## config.mk

```make
export PLATFORM = sky130hd
export DESIGN_NAME = pvic_top
export DESIGN_NICKNAME = d
export VERILOG_FILES = /design/src/rtl/pvic_pkg.sv /design/src/rtl/pvic_ctrl.sv /design/src/rtl/pvic_datapath.sv /design/src/rtl/pvic_top.sv
export SDC_FILE = /design/constraint.sdc
export NUM_CORES = 1
export LEC_CHECK = 0
export CAP_MARGIN = 20
export CORE_UTILIZATION = 31
export CTS_BUF_LIST = sky130_fd_sc_hd__clkbuf_8
export CTS_CLUSTER_SIZE = 12
export DETAILED_ROUTE_END_ITERATION = 10
export PLACE_DENSITY = 0.83
export SETUP_SLACK_MARGIN = 0.4
export SLEW_MARGIN = 15
export SYNTH_ARGS = -nofsm -noshare
export SYNTH_HDL_FRONTEND = slang
export SYNTH_SLANG_ARGS = --single-unit
```

## constraint.sdc

```tcl
create_clock -name clk -period 1 [get_ports clk]
set_input_delay 0.25 -clock clk [delete_from_list [all_inputs] [get_ports clk]]
set_output_delay 0.25 -clock clk [all_outputs]
set_load 0.005 [all_outputs]
```

## src/rtl/pvic_pkg.sv

```systemverilog
package pvic_pkg;
  localparam int VEC_W = 16;
  localparam int NUM_SRC = 5;

  typedef enum logic [2:0] {
    SRC_NONE = 3'd0,
    SRC_TRAP = 3'd1,
    SRC_A    = 3'd2,
    SRC_B    = 3'd3,
    SRC_C    = 3'd4,
    SRC_GEN  = 3'd5
  } srcSel_e;

  typedef struct packed {
    logic    take;
    srcSel_e src;
  } ctrlStrobes_t;

  function automatic logic [VEC_W-1:0] srcVector(srcSel_e s);
    case (s)
      SRC_TRAP: srcVector = 16'h0024;
      SRC_A:    srcVector = 16'h003C;
      SRC_B:    srcVector = 16'h0034;
      SRC_C:    srcVector = 16'h002C;
      default:  srcVector = '0;
    endcase
  endfunction
endpackage

```

## src/rtl/pvic_ctrl.sv

```systemverilog
module pvic_ctrl
  import pvic_pkg::*;
(
  input  logic         clk,
  input  logic         rstN,
  input  logic         sampleStb,
  input  logic         trapReq,
  input  logic         req75,
  input  logic         req65,
  input  logic         req55,
  input  logic         genReq,
  input  logic         clr75,
  input  logic         enCmd,
  input  logic         disCmd,
  input  logic [2:0]   maskQ,
  output ctrlStrobes_t strb,
  output logic         ieQ,
  output logic         pend75Q
);
  logic prevTrap, prev75, trapLatch, enArm;
  logic [NUM_SRC-1:0] okVec;
  logic takeA, takeTrap;

  always_comb begin
    okVec[0] = trapLatch & trapReq;
    okVec[1] = pend75Q & ~maskQ[2] & ieQ;
    okVec[2] = req65 & ~maskQ[1] & ieQ;
    okVec[3] = req55 & ~maskQ[0] & ieQ;
    okVec[4] = genReq & ieQ;
  end

  always_comb begin
    strb.take = 1'b0;
    strb.src  = SRC_NONE;
    if (sampleStb) begin
      for (int i = NUM_SRC - 1; i >= 0; i--) begin
        if (okVec[i]) begin
          strb.take = 1'b1;
          strb.src  = srcSel_e'(3'(i + 1));
        end
      end
    end
  end

  assign takeA    = strb.take && (strb.src == SRC_A);
  assign takeTrap = strb.take && (strb.src == SRC_TRAP);

  always_ff @(posedge clk or negedge rstN) begin
    if (!rstN) begin
      prevTrap  <= 1'b0;
      prev75    <= 1'b0;
      trapLatch <= 1'b0;
      pend75Q   <= 1'b0;
    end else begin
      prevTrap <= trapReq;
      prev75   <= req75;
      if (trapReq && !prevTrap)
        trapLatch <= 1'b1;
      else if (!trapReq || takeTrap)
        trapLatch <= 1'b0;
      if (req75 && !prev75)
        pend75Q <= 1'b1;
      else if (clr75 || takeA)
        pend75Q <= 1'b0;
    end
  end

  always_ff @(posedge clk or negedge rstN) begin
    if (!rstN) begin
      ieQ   <= 1'b0;
      enArm <= 1'b0;
    end else if (disCmd) begin
      ieQ   <= 1'b0;
      enArm <= 1'b0;
    end else begin
      if (strb.take) begin
        ieQ   <= 1'b0;
        enArm <= 1'b0;
      end else if (sampleStb && enArm) begin
        ieQ   <= 1'b1;
        enArm <= 1'b0;
      end
      if (enCmd)
        enArm <= 1'b1;
    end
  end

  AST_IE_DROPS_ON_TAKE: assert property (@(posedge clk) disable iff (!rstN)
    strb.take |=> !ieQ);
  AST_A_PEND_HOLDS: assert property (@(posedge clk) disable iff (!rstN)
    (pend75Q && !clr75 && !takeA) |=> pend75Q);
endmodule

```

## src/rtl/pvic_datapath.sv

```systemverilog
module pvic_datapath
  import pvic_pkg::*;
(
  input  logic             clk,
  input  logic             rstN,
  input  ctrlStrobes_t     strb,
  input  logic             maskWr,
  input  logic [3:0]       maskData,
  input  logic             ieQ,
  input  logic             pend75Q,
  input  logic             req65,
  input  logic             req55,
  input  logic [7:0]       swOpcode,
  output logic [2:0]       maskQ,
  output logic             swHit,
  output logic [VEC_W-1:0] swVector,
  output logic             irqTake,
  output logic [VEC_W-1:0] irqVector,
  output logic             irqVectored,
  output logic             intAck,
  output logic [6:0]       status
);
  always_ff @(posedge clk or negedge rstN) begin
    if (!rstN)
      maskQ <= 3'b111;
    else if (maskWr && maskData[3])
      maskQ <= maskData[2:0];
  end

  always_ff @(posedge clk or negedge rstN) begin
    if (!rstN) begin
      irqTake     <= 1'b0;
      irqVector   <= '0;
      irqVectored <= 1'b0;
      intAck      <= 1'b0;
    end else begin
      irqTake     <= strb.take;
      irqVector   <= strb.take ? srcVector(strb.src) : '0;
      irqVectored <= strb.take && (strb.src != SRC_GEN);
      intAck      <= strb.take && (strb.src == SRC_GEN);
    end
  end

  always_comb begin
    swHit    = (swOpcode[7:6] == 2'b11) && (swOpcode[2:0] == 3'b111);
    swVector = swHit ? {{(VEC_W-6){1'b0}}, swOpcode[5:3], 3'b000} : '0;
  end

  assign status = {pend75Q, req65, req55, ieQ, maskQ};

  AST_MASK_HOLD: assert property (@(posedge clk) disable iff (!rstN)
    !(maskWr && maskData[3]) |=> $stable(maskQ));
  AST_ACK_UNVECTORED: assert property (@(posedge clk) disable iff (!rstN)
    intAck |-> (irqTake && !irqVectored && irqVector == '0));
endmodule

```

## src/rtl/pvic_top.sv

```systemverilog
module pvic_top
  import pvic_pkg::*;
(
  input  logic        clk,
  input  logic        rstN,
  input  logic        sampleStb,
  input  logic        trapReq,
  input  logic        req75,
  input  logic        req65,
  input  logic        req55,
  input  logic        genReq,
  input  logic        maskWr,
  input  logic [3:0]  maskData,
  input  logic        clr75,
  input  logic        enCmd,
  input  logic        disCmd,
  input  logic [7:0]  swOpcode,
  output logic        swHit,
  output logic [15:0] swVector,
  output logic        irqTake,
  output logic [15:0] irqVector,
  output logic        irqVectored,
  output logic        intAck,
  output logic [6:0]  status
);
  ctrlStrobes_t strb;
  logic ieQ, pend75Q;
  logic [2:0] maskQ;

  pvic_ctrl u_ctrl (
    .clk(clk), .rstN(rstN), .sampleStb(sampleStb), .trapReq(trapReq),
    .req75(req75), .req65(req65), .req55(req55), .genReq(genReq),
    .clr75(clr75), .enCmd(enCmd), .disCmd(disCmd), .maskQ(maskQ),
    .strb(strb), .ieQ(ieQ), .pend75Q(pend75Q)
  );

  pvic_datapath u_dp (
    .clk(clk), .rstN(rstN), .strb(strb), .maskWr(maskWr), .maskData(maskData),
    .ieQ(ieQ), .pend75Q(pend75Q), .req65(req65), .req55(req55),
    .swOpcode(swOpcode), .maskQ(maskQ), .swHit(swHit), .swVector(swVector),
    .irqTake(irqTake), .irqVector(irqVector), .irqVectored(irqVectored),
    .intAck(intAck), .status(status)
  );

  AST_TAKE_AFTER_SAMPLE: assert property (@(posedge clk) disable iff (!rstN)
    irqTake |-> $past(sampleStb));
  AST_TRAP_STILL_HIGH: assert property (@(posedge clk) disable iff (!rstN)
    (irqTake && irqVector == 16'h0024) |-> $past(trapReq));
  AST_A_NEEDS_ENABLE: assert property (@(posedge clk) disable iff (!rstN)
    (irqTake && irqVector == 16'h003C) |-> $past(status[3] && !status[2]));
endmodule

```

==> results.md <==
- Status: finished with violations
- Failing checks: setup timing
- Synthesis Warnings: 0
- Iter 0 DRT Violations: 5
- Routed WL per cell: 12.09 um
- Post-synthesis xor/xnor area fraction: 0%
- Core Util, Final: 58.38%
- Skew-Pair Late Insertion Delay: 0.25 ns
- Multi-input gate area: 440.4 sq um
- Slowest-stage cell, CP: dfstp_2
- Post-DRT Antenna Nets: 0
- Area grow syn2layout: 71.88%
- Vias: 745
- CTS tree: done
- Synth cell types: 24
- Die Ht: 55.04 um
- Fillers: 207
- Total wire length: 2.152 mm
- Crit path kind: reg2reg
- Number of buffers created by CTS: 3
- Post-Route Skew: 0.002215 ns
- Core area: 2567 sq um
- Final Hold Vio Count: 0
- Placed Cells: 163
- Clock sink count: 15
- Post-synthesis compound-gate area fraction: 9.613%
- Leakage power: 0.7961 nW
- Max H-tree Level: 1
- Global-route wire length before repair: 2.656 mm
- Core Rows: 18
- Startpoint Class: flip-flop
- Post-synthesis mux area share: 3.874%
- CTS Buffer Depth: 2
- Synth Area in Simple Gates: 15.49%
- Final Max Slew Viols: 0
- Power Dens Cells: 1144 nW/um^2
- Hold Slack: 0.2803 ns
- Max-cap violations: 0
- CTS Root Cell: clkbuf_8
- Yosys reg bits: 15
- CP Capture Type: flip-flop
- Final count of negative-setup-slack endpoints: 17
- FF-to-FF path depth: 5
- Cell Chain, Critical Path: buf_6 > nand2b_4 > a21boi_2 > o21ai_2 > and3_1
- Vias in the first global route: 679
- Post-synthesis area per instance: 9.910 sq um
- WP data required: 1.19 ns
- GR Overflow Total: 0
- Reg2Reg Launch Point: u_dp.maskQ[1]$_DFFE_PN1P_
- Initial antenna violation count: 0
- Sequential fraction of the synthesis area: 43.47%
- Max FO, Critical Path: 4
- Final net count: 173
- VDD IR-drop max: 849.7 uV
- IO buf count: 41
- Share of layout cells above drive strength 1: 52.70%
- First-pass iteration count of the detailed router: 4
- Adder-cell share of the synthesized area: 0%
- Hold path cells: 1
- Crit path DAT: 1.43 ns
- Die ar.: 3029 sq um
- Routability Congestion: 0.7435
- Die Wd: 55.04 um
- Hold_sp: trapReq
- Sequential Area: 379.1 sq um
- Cells after Synth: 88
- Reg clk slew, reported paths: 0.06 ns
- Antenna diode count: 0
- Non-Filler Instances: 178
- Final Cycle Share: 124.6%
- Min Tclk post-route: 1.246 ns
- Worst Path Buf+Inv: 1
- Via-per-instance ratio: 4.185
- RSZ-0062 raised after global routing: yes
- Post-Synthesis Cell Area: 872.1 sq um
- Pin count of the biggest net entering global routing: 16
- HPWL Detailed: 1.529 mm
- Max Freq: 802.9 MHz
- Largest stage delay, worst path: 0.54 ns
- Min-Delay Path Class: in2reg
- WP depth: 5
- Final worst slack: -0.2455 ns
- Largest family of logic cells by synthesized area: buffers and inverters
- DRC violations left: 0
- IO Count: 67
- Total global-route track usage: 12.30%
- Largest delay share family, worst path: flip-flops
- Initial Utilization: 33.97%
- Crit path from: u_dp.maskQ[1]$_DFFE_PN1P_
state kept, by name (all words and copies together) (netlist names):
signal,cells
u_dp.intAck,1
u_dp.irqVectored,1
u_dp.irqVector,3
u_ctrl.prev75,1
u_ctrl.ieQ,1
u_dp.maskQ,3
u_ctrl.trapLatch,1
u_dp.irqTake,1
u_ctrl.enArm,1
u_ctrl.pend75Q,1
u_ctrl.prevTrap,1
synth_stat cells:
master,instances,area share (%)
nor2b_1,1,0.72
a21oi_2,1,1.0
dfrtp_1,12,34
nand2_1,8,3.4
nand2b_4,2,3.2
o21ai_0,3,1.7
o21ai_1,1,0.57
nand2b_1,1,0.72
and2_1,3,2.2
o211ai_1,1,0.86
nor3_1,1,0.57
nor2b_4,1,1.6
a21boi_2,1,1.3
conb_1,1,0.43
dfstp_2,3,9.0
a21boi_0,1,0.86
o21ai_2,1,1.0
nand3_1,2,1.1
and3_1,1,0.72
mux2_2,3,3.9
nor2_1,3,1.3
a21oi_1,4,2.3
buf_4,30,26
inv_1,3,1.3
metal layers:
metal | up-vias | wire length [um] | track usage [%] | share of wire, %
met5 | - | 0 | 0 | 0
met4 | 0 | 17 | 2.500 | 0.79
met3 | 2 | 213 | 2.459 | 9.9
met2 | 53 | 1234 | 26.51 | 57
met1 | 345 | 686 | 11.42 | 32
li1 | 345 | - | - | -
cells in the final DEF (no fill, tap or decap), drive strengths merged, types with 3 or more instances in the layout:
master and n:
o21ai 5, dlygate4sd2 6, nand2b 3, buf 47, dfrtp 12, mux2 3
a21oi 5, clkdlybuf4s50 8, nor2 3, conb 25, dfstp 3, clkbuf 3
and2 3, inv 4, nand2 8
report_power, final:
| group | leakage (nW) | switching [W] | internal [W] |
|---|---|---|---|
| sequential | 0.188 | 0.0000234 | 0.000664 |
| combinational | 0.581 | 0.000211 | 0.000334 |
| clock | 0.0269 | 0.000210 | 0.000272 |
| total | 0.796 | 0.000444 | 0.00127 |
worst paths after layout:
check | slack (ns) | end
worst max register to register | -0.25 | u_ctrl.ieQ$_DFFE_PN0P_
max in group asynchronous | 0.46 | u_dp.maskQ[2]$_DFFE_PN1P_
worst min-delay path | 0.28 | u_ctrl.prevTrap$_DFF_PN0_
worst min register to register | 0.41 | u_ctrl.pend75Q$_DFFE_PN0P_
worst max-delay path | -0.25 | u_ctrl.ieQ$_DFFE_PN0P_
min in group asynchronous | 0.34 | u_dp.intAck$_DFF_PN0_
per-stage QoR:
step                setup WS [ns]  total power (W)  setup TNS [ns]  cell area [sq um]
global placement          -0.8363         0.001114          -9.187               1323
global route              -0.2880         0.001784          -2.729               1499
finish                    -0.2455         0.001714          -2.171               1499
detailed placement        -0.8558         0.001131          -9.621               1323
floorplan                -0.08382        0.0009393         -0.2814               1023
CTS                       -0.2289         0.001603          -1.998               1369
worst reg2reg max path, stage by stage (launching register included):
cell	delay, ns
dfstp_2	0.54
buf_6	0.10
nand2b_4	0.13
a21boi_2	0.06
o21ai_2	0.18
and3_1	0.18
cells by family after synthesis:
group	Yosys count
other	1
flip-flops	15
AND/OR/NAND/NOR	23
buffers and inverters	33
AO/OA/AOI/OAI	13
multiplexers	3
what timing repair did:
| item | CTS | global route |
|---|---|---|
| endpoints found under the hold margin | 0 | 0 |
| buffers inserted | 5 | 6 |
| pin swaps | 10 | 13 |
| hold buffers | 0 | 0 |
| setup endpoints to repair | 31 | 31 |
| gates resized for setup | 129 | 23 |
cell type report:
cell class,count,area share [%]
clock buffer,3,2.755
inverter,3,0.7513
multi-input combinational,64,29.38
tap,30,2.504
timing repair buffer,62,39.07
sequential,15,25.29
clock inverter,1,0.2504
Power figures use the tool's default switching activity.
